$ cat config.mk
export PLATFORM = sky130hd
export DESIGN_NAME = nor_cmd_seq
export DESIGN_NICKNAME = d
export VERILOG_FILES = /design/src/rtl/nor_seq_pkg.sv /design/src/rtl/nor_cyc_cnt.sv /design/src/rtl/nor_bus_port.sv /design/src/rtl/nor_seq_ctrl.sv /design/src/rtl/nor_cmd_seq.sv
export SDC_FILE = /design/constraint.sdc
export NUM_CORES = 1
export LEC_CHECK = 0
export ABC_AREA = 0
export BUFFER_PORTS_ARGS = -buffer_cell sky130_fd_sc_hd__buf_2
export CELL_PAD_IN_SITES_DETAIL_PLACEMENT = 0
export CELL_PAD_IN_SITES_GLOBAL_PLACEMENT = 1
export CORE_ASPECT_RATIO = 1.25
export CORE_UTILIZATION = 34
export DETAILED_ROUTE_END_ITERATION = 8
export PLACE_DENSITY = 0.7
export SLEW_MARGIN = 10
export SYNTH_ARGS = -nofsm -noshare
export SYNTH_HDL_FRONTEND = slang
export SYNTH_SLANG_ARGS = --single-unit
$ cat constraint.sdc
create_clock -name clk_i -period 5 [get_ports clk_i]
set_input_delay 0.25 -clock clk_i [delete_from_list [all_inputs] [get_ports clk_i]]
set_output_delay 0.25 -clock clk_i [all_outputs]
set_load 0.005 [all_outputs]
$ cat src/rtl/nor_seq_pkg.sv
package nor_seq_pkg;
  typedef enum logic [1:0] {
    OP_ERASE  = 2'd0,
    OP_PROG   = 2'd1,
    OP_UNLOCK = 2'd2,
    OP_RSVD   = 2'd3
  } op_e;

  typedef enum logic [1:0] {
    RES_OK    = 2'd0,
    RES_FAIL  = 2'd1,
    RES_DIRTY = 2'd2
  } res_e;

  localparam logic [7:0] CMD_ARRAY = 8'hFF;
  localparam logic [7:0] CMD_CLRST = 8'h50;
  localparam logic [7:0] CMD_ERASE = 8'h20;
  localparam logic [7:0] CMD_CONF  = 8'hD0;
  localparam logic [7:0] CMD_PROG  = 8'h10;
  localparam logic [7:0] CMD_UNLK  = 8'h60;

  localparam logic [31:0] ST_READY  = 32'h0080_0080;
  localparam logic [31:0] ST_LOCKER = 32'h0020_0020;
  localparam logic [31:0] ST_WRERR  = 32'h4040_4040;

  function automatic logic [31:0] lanes(input logic [7:0] b);
    return {4{b}};
  endfunction
endpackage

$ cat src/rtl/nor_cyc_cnt.sv
module nor_cyc_cnt #(
  parameter int W = 16
) (
  input  logic         clk_i,
  input  logic         rst_ni,
  input  logic         clr_i,
  input  logic         en_i,
  output logic [W-1:0] cnt_o
);
  localparam logic [W-1:0] MAX = '1;

  always_ff @(posedge clk_i or negedge rst_ni) begin
    if (!rst_ni)                   cnt_o <= '0;
    else if (clr_i)                cnt_o <= '0;
    else if (en_i && cnt_o != MAX) cnt_o <= cnt_o + 1'b1;
  end
endmodule

$ cat src/rtl/nor_bus_port.sv
module nor_bus_port #(
  parameter int AW = 24
) (
  input  logic          clk_i,
  input  logic          rst_ni,
  input  logic          req_i,
  input  logic          req_we_i,
  input  logic [AW-1:0] req_addr_i,
  input  logic [31:0]   req_wdata_i,
  output logic          resp_o,
  output logic [31:0]   rdata_o,
  output logic          bus_valid_o,
  output logic          bus_we_o,
  output logic [AW-1:0] bus_addr_o,
  output logic [31:0]   bus_wdata_o,
  input  logic          bus_ready_i,
  input  logic [31:0]   bus_rdata_i
);
  always_ff @(posedge clk_i or negedge rst_ni) begin
    if (!rst_ni) begin
      bus_valid_o <= 1'b0;
      bus_we_o    <= 1'b0;
      bus_addr_o  <= '0;
      bus_wdata_o <= '0;
      resp_o      <= 1'b0;
      rdata_o     <= '0;
    end else begin
      resp_o <= 1'b0;
      if (bus_valid_o && bus_ready_i) begin
        bus_valid_o <= 1'b0;
        resp_o      <= 1'b1;
        rdata_o     <= bus_rdata_i;
      end else if (req_i && !bus_valid_o) begin
        bus_valid_o <= 1'b1;
        bus_we_o    <= req_we_i;
        bus_addr_o  <= req_addr_i;
        bus_wdata_o <= req_wdata_i;
      end
    end
  end
endmodule

$ cat src/rtl/nor_seq_ctrl.sv
module nor_seq_ctrl
  import nor_seq_pkg::*;
#(
  parameter int AW         = 24,
  parameter int TW         = 24,
  parameter int SETTLE_CYC = 50000,
  parameter int SW         = 16
) (
  input  logic          clk_i,
  input  logic          rst_ni,
  input  logic          start_i,
  input  logic [1:0]    op_i,
  input  logic [AW-1:0] addr_i,
  input  logic [31:0]   data_i,
  input  logic [TW-1:0] erase_tmo_i,
  input  logic [TW-1:0] prog_tmo_i,
  output logic          busy_o,
  output logic          done_o,
  output logic [1:0]    result_o,
  output logic          req_o,
  output logic          req_we_o,
  output logic [AW-1:0] req_addr_o,
  output logic [31:0]   req_wdata_o,
  input  logic          resp_i,
  input  logic [31:0]   rdata_i,
  output logic          tmo_clr_o,
  output logic          tmo_en_o,
  input  logic [TW-1:0] tmo_cnt_i,
  output logic          set_clr_o,
  output logic          set_en_o,
  input  logic [SW-1:0] set_cnt_i
);
  typedef enum logic [2:0] {
    S_IDLE, S_CHECK, S_CMD, S_SETTLE, S_POLL, S_TAIL, S_DONE
  } state_e;

  localparam logic [SW-1:0] SET_LAST = SW'(SETTLE_CYC - 1);

  state_e        state_q;
  op_e           op_q;
  logic [AW-1:0] addr_q;
  logic [31:0]   data_q;
  logic [TW-1:0] elim_q, plim_q;
  logic [2:0]    idx_q;
  logic          pend_q;
  logic [1:0]    res_q;

  function automatic logic [2:0] head_last(input op_e op);
    case (op)
      OP_ERASE: return 3'd4;
      OP_PROG:  return 3'd1;
      default:  return 3'd3;
    endcase
  endfunction

  function automatic logic [31:0] head_word(input op_e op, input logic [2:0] i,
                                            input logic [31:0] d);
    case (op)
      OP_ERASE:
        case (i)
          3'd0:    return lanes(CMD_ARRAY);
          3'd1:    return lanes(CMD_CLRST);
          3'd2:    return lanes(CMD_ERASE);
          default: return lanes(CMD_CONF);  // confirm, then resume
        endcase
      OP_PROG:
        return (i == 3'd0) ? lanes(CMD_PROG) : d;
      default:
        case (i)
          3'd0:    return lanes(CMD_ARRAY);
          3'd1:    return lanes(CMD_CLRST);
          3'd2:    return lanes(CMD_UNLK);
          default: return lanes(CMD_CONF);
        endcase
    endcase
  endfunction

  logic [TW-1:0] tmo_lim;
  logic          st_ready, st_lock, st_wrerr, tmo_over, last_head, last_tail;
  logic          in_bus_state;

  assign tmo_lim   = (op_q == OP_PROG) ? plim_q : elim_q;
  assign tmo_over  = tmo_cnt_i > tmo_lim;
  assign st_ready  = (rdata_i & ST_READY) == ST_READY;
  assign st_lock   = |(rdata_i & ST_LOCKER);
  assign st_wrerr  = |(rdata_i & ST_WRERR);
  assign last_head = idx_q == head_last(op_q);
  assign last_tail = (op_q != OP_PROG) || (idx_q == 3'd1);

  assign in_bus_state = (state_q == S_CHECK) || (state_q == S_CMD) ||
                        (state_q == S_POLL)  || (state_q == S_TAIL);
  assign req_o      = in_bus_state && !pend_q;
  assign req_we_o   = (state_q == S_CMD) || (state_q == S_TAIL);
  assign req_addr_o = addr_q;
  always_comb begin
    if (state_q == S_TAIL)
      req_wdata_o = (op_q == OP_PROG && idx_q == 3'd0) ? lanes(CMD_CLRST) : lanes(CMD_ARRAY);
    else
      req_wdata_o = head_word(op_q, idx_q, data_q);
  end

  assign busy_o    = state_q != S_IDLE;
  assign done_o    = state_q == S_DONE;
  assign result_o  = res_q;
  assign tmo_clr_o = state_q != S_POLL;
  assign tmo_en_o  = state_q == S_POLL;
  assign set_clr_o = state_q != S_SETTLE;
  assign set_en_o  = state_q == S_SETTLE;

  always_ff @(posedge clk_i or negedge rst_ni) begin
    if (!rst_ni) begin
      state_q <= S_IDLE;
      op_q    <= OP_ERASE;
      addr_q  <= '0;
      data_q  <= '0;
      elim_q  <= '0;
      plim_q  <= '0;
      idx_q   <= '0;
      pend_q  <= 1'b0;
      res_q   <= RES_OK;
    end else begin
      if (req_o)       pend_q <= 1'b1;
      else if (resp_i) pend_q <= 1'b0;

      unique case (state_q)
        S_IDLE: begin
          if (start_i && op_e'(op_i) != OP_RSVD) begin
            op_q    <= op_e'(op_i);
            addr_q  <= addr_i;
            data_q  <= data_i;
            elim_q  <= erase_tmo_i;
            plim_q  <= prog_tmo_i;
            idx_q   <= '0;
            res_q   <= RES_OK;
            state_q <= (op_e'(op_i) == OP_PROG) ? S_CHECK : S_CMD;
          end
        end
        S_CHECK: begin
          if (resp_i) begin
            if ((rdata_i & data_q) != data_q) begin
              res_q   <= RES_DIRTY;
              state_q <= S_DONE;
            end else begin
              state_q <= S_CMD;
            end
          end
        end
        S_CMD: begin
          if (resp_i) begin
            if (last_head) begin
              idx_q   <= '0;
              state_q <= (op_q == OP_ERASE) ? S_SETTLE : S_POLL;
            end else begin
              idx_q <= idx_q + 3'd1;
            end
          end
        end
        S_SETTLE: begin
          if (set_cnt_i == SET_LAST) state_q <= S_POLL;
        end
        S_POLL: begin
          if (resp_i) begin
            if (st_ready) begin
              if (op_q == OP_UNLOCK) begin
                state_q <= S_DONE;
              end else begin
                res_q   <= (op_q == OP_PROG && st_wrerr) ? RES_FAIL : RES_OK;
                state_q <= S_TAIL;
              end
            end else if ((op_q == OP_ERASE && st_lock) || tmo_over) begin
              res_q   <= RES_FAIL;
              state_q <= S_TAIL;
            end
          end
        end
        S_TAIL: begin
          if (resp_i) begin
            if (last_tail) state_q <= S_DONE;
            else           idx_q   <= idx_q + 3'd1;
          end
        end
        S_DONE: state_q <= S_IDLE;
        default: state_q <= S_IDLE;
      endcase
    end
  end
endmodule

$ cat src/rtl/nor_cmd_seq.sv
module nor_cmd_seq #(
  parameter int AW         = 24,
  parameter int TW         = 24,
  parameter int SETTLE_CYC = 50000
) (
  input  logic          clk_i,
  input  logic          rst_ni,
  input  logic          start_i,
  input  logic [1:0]    op_i,
  input  logic [AW-1:0] addr_i,
  input  logic [31:0]   data_i,
  input  logic [TW-1:0] erase_tmo_i,
  input  logic [TW-1:0] prog_tmo_i,
  output logic          busy_o,
  output logic          done_o,
  output logic [1:0]    result_o,
  output logic          bus_valid_o,
  output logic          bus_we_o,
  output logic [AW-1:0] bus_addr_o,
  output logic [31:0]   bus_wdata_o,
  input  logic          bus_ready_i,
  input  logic [31:0]   bus_rdata_i
);
  localparam int SW = $clog2(SETTLE_CYC + 1);

  logic          req, req_we, resp;
  logic [AW-1:0] req_addr;
  logic [31:0]   req_wdata, rdata;
  logic          tmo_clr, tmo_en, set_clr, set_en;
  logic [TW-1:0] tmo_cnt;
  logic [SW-1:0] set_cnt;

  nor_seq_ctrl #(.AW(AW), .TW(TW), .SETTLE_CYC(SETTLE_CYC), .SW(SW)) u_ctrl (
    .clk_i, .rst_ni, .start_i, .op_i, .addr_i, .data_i, .erase_tmo_i, .prog_tmo_i,
    .busy_o, .done_o, .result_o,
    .req_o(req), .req_we_o(req_we), .req_addr_o(req_addr), .req_wdata_o(req_wdata),
    .resp_i(resp), .rdata_i(rdata),
    .tmo_clr_o(tmo_clr), .tmo_en_o(tmo_en), .tmo_cnt_i(tmo_cnt),
    .set_clr_o(set_clr), .set_en_o(set_en), .set_cnt_i(set_cnt)
  );

  nor_bus_port #(.AW(AW)) u_port (
    .clk_i, .rst_ni,
    .req_i(req), .req_we_i(req_we), .req_addr_i(req_addr), .req_wdata_i(req_wdata),
    .resp_o(resp), .rdata_o(rdata),
    .bus_valid_o, .bus_we_o, .bus_addr_o, .bus_wdata_o, .bus_ready_i, .bus_rdata_i
  );

  nor_cyc_cnt #(.W(TW)) u_tmo_cnt (
    .clk_i, .rst_ni, .clr_i(tmo_clr), .en_i(tmo_en), .cnt_o(tmo_cnt)
  );

  nor_cyc_cnt #(.W(SW)) u_settle_cnt (
    .clk_i, .rst_ni, .clr_i(set_clr), .en_i(set_en), .cnt_o(set_cnt)
  );
endmodule

==> impl_metrics.py, run 1 <==
metrics = {
    "run_status": {
        "status": "completed",
    },
    "pwr": {
        "power_leakage_nw": 7.027,
        "vdd_drop_max_v": 0.0002929,
        "p_per_area_nw_per_um2": 547.3,
    },
    "logic_synthesis": {
        "syn-num-nets": 1176,
        "synth_top_area_cell": "dfrtp_1",
        "syn_inst": 1004,
        "synthDistinctLibCells": 54,
        "ys_ff_latch": 246,
        "postSynth.asyncResetShare": 1.000,
        "synth_top_area_frac": 0.5447,
        "synth.most_common_cell": "dfrtp_1",
        "yosys_warnings": 0,
        "yosys-top-cells-area": "dfrtp_1 (54%), mux2_2 (14%), nand2_1 (4.2%)",
        "synthTopCellsByCount": "dfrtp_1 (246), mux2_2 (138), nand2_1 (126)",
        "synth_area_um2": 11300,
        "synth_flop_cell": "dfrtp_1",
        "synth-seq-area-share": 0.5447,
        "synth_edf_count": 0,
        "syn_area_per_cell_um2": 11.26,
    },
    "worst_hold_path": {
        "whs_endpoint": "u_ctrl.op_q[1]",
        "hold-path-cell-count": 2,
        "holdCritStartpoint": "op_i[1]",
        "hp-class": "primary input to flop",
    },
    "setup_path": {
        "end_kind": "flop",
        "cp-start-kind": "flop",
        "ff2ff_path_depth": 9,
        "worst-path-max-fanout": 28,
        "cp_data_arrival_time_ns": 4.27,
        "cp.required_ns": 5.43,
        "crit_type": "flop to flop",
        "r2r_start": "u_ctrl.op_q[1]",
        "regToRegEndpoint": "u_ctrl.result_o[0]",
        "reg2reg_slack_ns": 1.16,
    },
    "sta": {
        "whs_ns": 0.03486,
        "grt_setup_unrepaired": "false",
        "skew_ns": 0.008628,
        "final-setup-viol-count": 0,
        "fin_crit_ns": 3.845,
        "finalSetupTns_ns": 0,
        "hold_violations": 0,
        "slew_headroom": 0.3499,
        "timing.fmax_ghz": 0.2601,
        "slew_violations": 0,
        "setup_ws_ns": 1.155,
        "timing.final.crit_share": 0.7690,
        "tightest_slew_ns": 0.9752,
    },
    "floorplan": {
        "core_area_um2": 32680,
        "die_h_um": 205.8,
        "io-pin-count": 204,
        "rows": 74,
        "die_area_um2": 33980,
        "initial_core_util": 0.3458,
        "die_x_um": 165.1,
    },
    "place": {
        "dp_slack_ns": 1.141,
        "gp_congestion": 0.8073,
        "port_buffers": 203,
        "placed_area_um2": 12790,
        "place_hpwl_mm": 20.09,
    },
    "global_route": {
        "grt_pass1_wl_mm": 47.68,
        "grt_pass1_vias": 9098,
        "grt_antenna_before_repair": 3,
        "grt_max_degree": 114,
        "grt_overflow": 0,
        "grt_usage": 0.1789,
    },
    "cts": {
        "cts_tree": "yes",
        "numCtsBuffers": 28,
        "htree_levels": 1,
        "clk_path_buf_depth": 3,
        "cts_setup_buffers": 0,
        "ctsResizeCount": 0,
        "clk_latency_ns": 0.55,
        "cts_sinks": 246,
        "ctsRootBufferMaster": "clkbuf_16",
        "path_clk_slew_ns": 0.06,
    },
    "drt": {
        "vias": 8685,
        "routed_wl_mm": 29.80,
        "via_per_inst": 4.866,
        "remaining_drc_errors": 0,
        "final_antenna_net_count": 0,
        "dr.pass1.iters": 4,
        "drtIter0Drc": 384,
        "wl_per_cell_um": 16.70,
    },
    "layout": {
        "area_delta_synth_final_pct": 34.38,
        "fin_nets": 1515,
        "fillers": 3017,
        "final_cell_area_um2": 15190,
        "drive_above_1_share": 0.3018,
    },
    "run": {
        "max_cap_violations": 0,
    },
}
## where the power goes
group          leakage, nW  internal [mW]  switching (mW)
clock                0.479           1.32           0.850
sequential            3.04           2.82           0.555
combinational         3.51           1.38            1.38
## sequential cells by signal, summed over array words and instances (netlist names), 3 cells and up
signal	count
u_ctrl.state_q	3
u_ctrl.elim_q	24
u_tmo_cnt.cnt_o	24
u_port.bus_wdata_o	32
u_ctrl.idx_q	3
u_port.rdata_o	32
u_settle_cnt.cnt_o	16
u_port.bus_addr_o	24
u_ctrl.data_q	32
u_ctrl.req_addr_o	24
u_ctrl.plim_q	24
## routing by layer
metal | track usage | wire [µm] | up-vias
met4 | 0.06193 | 630 | 2
met1 | 0.2184 | 12640 | 4227
met5 | 0 | 10 | -
met2 | 0.3090 | 14840 | 195
li1 | - | - | 4218
met3 | 0.03769 | 1681 | 43
## placed cells by master (no fill, tap or decap), drive strengths merged, types with 25 or more instances in the layout
cell type    Yosys  layout
dfrtp          246     246
buf              8     214
mux2           141     141
dlygate4sd3      0     139
nand2          126     126
nor2            63      63
a21oi           51      51
o21ai           50      50
clkbuf          36      40
ha              30      30
nand2b          27      27
mux2i           25      25
## area by class of cell
cell class,instances,area (µm²),area share
clock inverters,12,157.7,0.01038
repair buffers,353,2500,0.1646
multi-input cells,691,4920,0.3240
flip-flops and latches,246,6156,0.4054
inverters,23,87.58,0.005767
diodes,2,5.005,0.0003296
well taps,418,523.0,0.03444
clock buffers,40,837.1,0.05512
## worst max-delay path by stage
stage / cells past startpoint / endpoint / slack [ns] / start
3_5_place_dp: 9 / u_ctrl.result_o[0] / 1.14 / u_ctrl.op_q[1]
3_3_place_gp: 9 / u_ctrl.result_o[1] / 1.25 / u_ctrl.op_q[1]
2_1_floorplan: 12 / u_ctrl.result_o[0] / 1.18 / u_ctrl.op_q[1]
5_1_grt: 9 / u_ctrl.state_q[0] / 0.92 / u_ctrl.op_q[1]
6_report: 9 / u_ctrl.result_o[0] / 1.16 / u_ctrl.op_q[1]
4_1_cts: 9 / u_ctrl.result_o[0] / 1.13 / u_ctrl.op_q[1]
## cells by family after synthesis
kind of cell    Yosys count  synth area share
buf+inv                  67           0.02259
xor+xnor                 28           0.02170
compound gates          151           0.08082
flops                   246            0.5447
simple gates            316            0.1343
fa+ha+maj                30           0.03322
mux                     166            0.1626
## worst max-delay path, cell delays in order (launching register included)
cell and delay [ns]:
dfrtp_1 0.47, nand2b_2 0.82, mux2i_1 0.28, ha_1 0.28
a211oi_1 0.20, nor2_1 0.06, or4_1 0.47, or4_4 0.56
o211ai_2 0.22, mux2_1 0.34
## per-stage QoR
step / util / total power, mW / instances
final: 0.4646 / 8.312 / 1785
after global routing: 0.4646 / 8.873 / 1785
after CTS: 0.4645 / 8.425 / 1783
after detailed placement: 0.3915 / 6.119 / 1592
after global placement: 0.3915 / 6.031 / 1592
after floorplan: - / 5.093 / 1004
## what timing repair did
action | CTS | global route
hold endpoints to repair | 248 | 0
hold buffers | 139 | 0
endpoints found under the setup margin | 0 | 0
Power figures use the tool's default switching activity.
==> run 2: changes to the inputs <==
Clock period 5 ns to 4 ns, I/O delays scaled along.
==> impl_metrics.py, run 2 (synthesized netlist as in run 1, its figures left out) <==
metrics = {
    "pwr": {
        "vdd_drop_max_v": 0.0004253,
        "power_leakage_nw": 6.977,
        "swShare": 0.3445,
        "p_seq_frac": 0.419,
        "intPower_mw": 6.595,
        "switching_power_mw": 3.465,
        "p_per_area_nw_per_um2": 667.8,
        "p_clk_frac": 0.233,
        "pwr-share-comb": 0.348,
    },
    "floorplan": {
        "die_area_um2": 33980,
        "io-pin-count": 204,
        "initial_core_util": 0.3458,
        "die_x_um": 165.1,
        "die_h_um": 205.8,
        "rows": 74,
        "core_area_um2": 32680,
    },
    "global_route": {
        "grt_pass1_wl_mm": 48.11,
        "grt_pass1_vias": 9085,
        "grt_max_degree": 101,
        "grt_overflow": 0,
        "grt_usage": 0.1807,
        "grt_antenna_before_repair": 3,
    },
    "cts": {
        "cts_tree": "yes",
        "cts_sinks": 246,
        "htree_levels": 1,
        "ctsResizeCount": 0,
        "ctsRootBufferMaster": "clkbuf_16",
        "clk_path_buf_depth": 3,
        "numCtsBuffers": 27,
        "path_clk_slew_ns": 0.07,
        "clk_latency_ns": 0.54,
    },
    "sta": {
        "whs_ns": 0.03939,
        "skew_ns": 0.01105,
        "timing.final.crit_share": 0.8579,
        "tightest_slew_ns": 0.9758,
        "fin_crit_ns": 3.432,
        "slew_headroom": 0.3494,
        "setup_ws_ns": 0.5685,
        "slew_violations": 0,
        "final-setup-viol-count": 0,
        "finalSetupTns_ns": 0,
        "hold_violations": 0,
        "grt_setup_unrepaired": "false",
        "timing.fmax_ghz": 0.2914,
    },
    "layout": {
        "top_regs": "u_ctrl.data_q x32, u_port.bus_wdata_o x32, u_port.rdata_o x32",
        "drive_above_1_share": 0.2982,
        "fin_nets": 1518,
        "layout_commonest_cell": "dfrtp_1",
        "area_delta_synth_final_pct": 33.31,
        "final_cell_mix": "dfrtp_1 (246), buf_2 (202), dlygate4sd3_1 (140)",
    },
    "setup_path": {
        "worst-path-max-fanout": 13,
        "cp.required_ns": 4.42,
        "crit_family": "simple AND/OR/NAND/NOR gates",
        "crit_type": "flop to flop",
        "cp_cell_sequence": "nand2b_2 > buf_4 > mux2i_1 > ha_1 > o21ai_0 > nor2_1 > or4_1 > or4_4 > o211ai_2 > mux2_1",
        "cp-start-kind": "flop",
        "cp_data_arrival_time_ns": 3.85,
        "cp_slowest_stage_delay_ns": 0.56,
        "cp_num_buf_inv": 1,
        "slowest_stage": "or4_4",
        "end_kind": "flop",
    },
    "drt": {
        "wl_per_cell_um": 16.89,
        "drtIter0Drc": 413,
        "dr.pass1.iters": 4,
        "remaining_drc_errors": 0,
        "via_per_inst": 4.876,
        "vias": 8703,
        "final_antenna_net_count": 0,
        "routed_wl_mm": 30.14,
    },
    "place": {
        "gp_congestion": 0.8101,
        "dp_slack_ns": 0.5614,
        "port_buffers": 203,
        "place_hpwl_mm": 20.47,
    },
    "run_status": {
        "status": "completed",
    },
    "worst_hold_path": {
        "hp-class": "primary input to flop",
    },
    "run": {
        "max_cap_violations": 0,
    },
}
==> run 2: cell count changes in the layout (fill, tap and decap cells not counted), sizes merged <==
cell / previous run / this run
buf: 214 / 217
bufinv: 3 / 0
clkinv: 5 / 8
clkinvlp: 4 / 2
clkbuf: 40 / 39
dlygate4sd3: 139 / 140
inv: 23 / 22
==> run 2: final cells by class <==
class / instances / area (µm²)
diodes: 2 / 5.005
repair buffers: 357 / 2557
inverters: 23 / 87.58
clock inverters: 9 / 56.30
fillers: 3079 / 17620
flip-flops and latches: 246 / 6156
clock buffers: 39 / 760.7
well taps: 418 / 523.0
multi-input cells: 691 / 4920
==> run 2: worst min-delay path, cell delays in order <==
cell     delay, ns
buf_2         0.13
nand2_1       0.09
o22a_1        0.13
==> run 2: metal layers <==
| metal | up-vias | routed length, µm | global-route usage | part of all wire |
|---|---|---|---|---|
| met3 | 43 | 1605 | 0.03931 | 0.053 |
| met1 | 4256 | 12660 | 0.2223 | 0.42 |
| met2 | 174 | 15210 | 0.3140 | 0.50 |
| met5 | - | 10 | 0 | 0.00033 |
| met4 | 2 | 655 | 0.05210 | 0.022 |
| li1 | 4228 | - | - | - |
==> run 2: what timing repair did <==
| item | CTS | global route |
|---|---|---|
| setup buffers | 0 | 0 |
| hold buffers | 140 | 0 |
| hold endpoints to repair | 222 | 0 |
==> run 2: path summary, 6_finish.rpt <==
| path | from | to | slack, ns | depth (start not counted) |
|---|---|---|---|---|
| max in group asynchronous | rst_ni | u_ctrl.req_addr_o[5] | 2.74 | 3 |
| min in group asynchronous | rst_ni | u_ctrl.req_addr_o[4] | 0.22 | 2 |
| hold reg to reg | u_ctrl.req_addr_o[8] | u_port.bus_addr_o[8] | 0.46 | 2 |
| setup reg to reg | u_ctrl.op_q[1] | u_ctrl.state_q[0] | 0.57 | 10 |
| hold / removal | start_i | u_ctrl.op_q[0] | 0.04 | 3 |
| setup / recovery | u_ctrl.op_q[1] | u_ctrl.state_q[0] | 0.57 | 10 |
==> run 2: power by group through the flow <==
stage / logic (mW) / clock network [mW] / registers [mW]
2_1_floorplan: 2.34 / 0 / 4.03
3_3_place_gp: 3.36 / 0 / 4.22
3_5_place_dp: 3.44 / 0 / 4.25
4_1_cts: 3.56 / 2.43 / 4.21
5_1_grt: 3.89 / 2.52 / 4.36
6_report: 3.50 / 2.34 / 4.21
==> run 2: metrics by stage <==
stage,area (µm²),cells,power (mW),util
after floorplan,11300,1004,6.366,-
after global placement,12840,1595,7.579,0.3929
after detailed placement,12840,1595,7.687,0.3929
after CTS,15060,1783,10.20,0.4608
after global routing,15070,1785,10.77,0.4610
final,15070,1785,10.06,0.4610
==> run 3: changes to the inputs <==
Settings changed: CORE_MARGIN set to 2.
==> impl_metrics.py, run 3 (synthesized netlist as in run 1, its figures left out) <==
metrics = {
    "run_status": {
        "status": "completed",
    },
    "cts": {
        "cts_tree": "yes",
        "numCtsBuffers": 29,
        "cts_setup_buffers": 0,
        "htree_levels": 1,
        "path_clk_slew_ns": 0.06,
        "clk_path_buf_depth": 3,
        "cts_hold_buf": 141,
        "ctsRootBufferMaster": "clkbuf_16",
        "cts_sinks": 246,
        "clk_latency_ns": 0.55,
        "ctsResizeCount": 0,
    },
    "global_route": {
        "grt_usage": 0.1738,
        "grt_pass1_wl_mm": 48.98,
        "grt_antenna_before_repair": 4,
        "grt_pass1_vias": 9140,
        "grt_overflow": 0,
        "grt_max_degree": 112,
    },
    "place": {
        "place_hpwl_mm": 20.54,
        "placed_area_um2": 12840,
        "gp_congestion": 0.7849,
        "placedCellCount": 1595,
        "port_buffers": 203,
    },
    "layout": {
        "fin_nets": 1521,
        "area_delta_synth_final_pct": 34.75,
        "drive_above_1_share": 0.3007,
        "layout_commonest_cell": "dfrtp_1",
        "instances_no_fill": 1791,
        "final_cell_mix": "dfrtp_1 (246), buf_2 (202), dlygate4sd3_1 (141)",
        "top_regs": "u_ctrl.data_q x32, u_port.bus_wdata_o x32, u_port.rdata_o x32",
        "final_cell_area_um2": 15230,
    },
    "sta": {
        "tightest_slew_ns": 0.9724,
        "hold_violations": 0,
        "final-setup-viol-count": 0,
        "fin_crit_ns": 3.372,
        "finalSetupTns_ns": 0,
        "skew_ns": 0.009057,
        "slew_violations": 0,
        "grt_setup_unrepaired": "false",
        "slew_headroom": 0.3516,
        "timing.fmax_ghz": 0.2965,
        "timing.final.crit_share": 0.8430,
    },
    "floorplan": {
        "core_area_um2": 32680,
        "die_area_um2": 34720,
        "rows": 74,
        "die_x_um": 167.1,
        "io-pin-count": 204,
        "initial_core_util": 0.3458,
        "die_h_um": 207.8,
    },
    "drt": {
        "final_antenna_net_count": 0,
        "routed_wl_mm": 30.00,
        "drtIter0Drc": 360,
        "remaining_drc_errors": 0,
        "via_per_inst": 4.851,
        "wl_per_cell_um": 16.75,
        "dr.pass1.iters": 4,
        "vias": 8689,
    },
    "setup_path": {
        "cp-start-kind": "flop",
        "slowest_stage": "nor4_1",
        "crit_type": "flop to flop",
        "cp_num_buf_inv": 1,
        "cp.required_ns": 4.43,
        "cp_slowest_stage_delay_ns": 0.57,
        "worst-path-max-fanout": 12,
        "cp_data_arrival_time_ns": 3.80,
        "crit_family": "simple AND/OR/NAND/NOR gates",
        "end_kind": "flop",
        "cp_common_cell": "nor4_1",
        "cp_cell_sequence": "nand2b_2 > buf_4 > mux2i_1 > ha_1 > nand4_1 > nor4_1 > nor4bb_1 > nor4_1 > o211ai_2 > mux2_1",
    },
    "run": {
        "max_cap_violations": 0,
    },
    "pwr": {
        "vdd_drop_max_v": 0.0004156,
        "power_leakage_nw": 7.052,
        "p_per_area_nw_per_um2": 682.6,
    },
    "worst_hold_path": {
        "hp-class": "primary input to async pin",
    },
}
==> run 3: cell count changes in the layout (fill, tap and decap cells not counted), moves of 2 or more <==
cell and delta:
inv_6 +2, clkinv_4 +2, bufinv_16 +4, clkbuf_16 +2, clkbuf_8 -2
==> run 3: final cells by class <==
type	instances	area (µm²)
fillers	3019	17460
flip-flops and latches	246	6156
multi-input cells	691	4920
repair buffers	358	2567
clock buffers	38	779.5
well taps	418	523.0
clock inverters	14	187.7
inverters	23	87.58
diodes	3	7.507
==> run 3: power breakdown <==
group | total, mW | internal [mW] | switching [mW] | leakage [nW]
Sequential | 4.21 | 3.52 | 0.691 | 3.04
Combinational | 3.48 | 1.76 | 1.73 | 3.54
Clock | 2.70 | 1.63 | 1.07 | 0.474
Total | 10.4 | 6.91 | 3.49 | 7.05
==> run 3: worst paths after layout <==
kind,from,endpoint,slack (ns),cells after the start
min in group clk_i,start_i,u_ctrl.state_q[2],0.37,6
max in group asynchronous,rst_ni,u_ctrl.elim_q[15],2.76,3
setup reg to reg,u_ctrl.op_q[1],u_ctrl.result_o[0],0.63,10
hold / removal,rst_ni,u_ctrl.req_addr_o[15],0.30,2
hold reg to reg,u_ctrl.req_addr_o[16],u_port.bus_addr_o[16],0.46,2
setup / recovery,u_ctrl.op_q[1],u_ctrl.result_o[0],0.63,10
==> run 3: stage by stage <==
stage | power, mW | hold WS, ns | utilization | setup slack [ns]
2_1_floorplan | 6.366 | -0.09559 | - | 0.1778
6_report | 10.40 | 0.3029 | 0.4659 | 0.6279
5_1_grt | 11.13 | 0.3677 | 0.4659 | 0.3380
3_3_place_gp | 7.581 | 0.3457 | 0.3929 | 0.7446
3_5_place_dp | 7.674 | 0.3470 | 0.3929 | 0.5885
4_1_cts | 10.56 | 0.3033 | 0.4657 | 0.5478
==> run 3: routing by layer <==
metal | wire length, µm | global-route usage | vias up
met3 | 1448 | 0.03508 | 45
met1 | 12910 | 0.2161 | 4211
met5 | 13 | 0 | -
met4 | 735 | 0.05797 | 2
met2 | 14890 | 0.3011 | 183
li1 | - | - | 4248
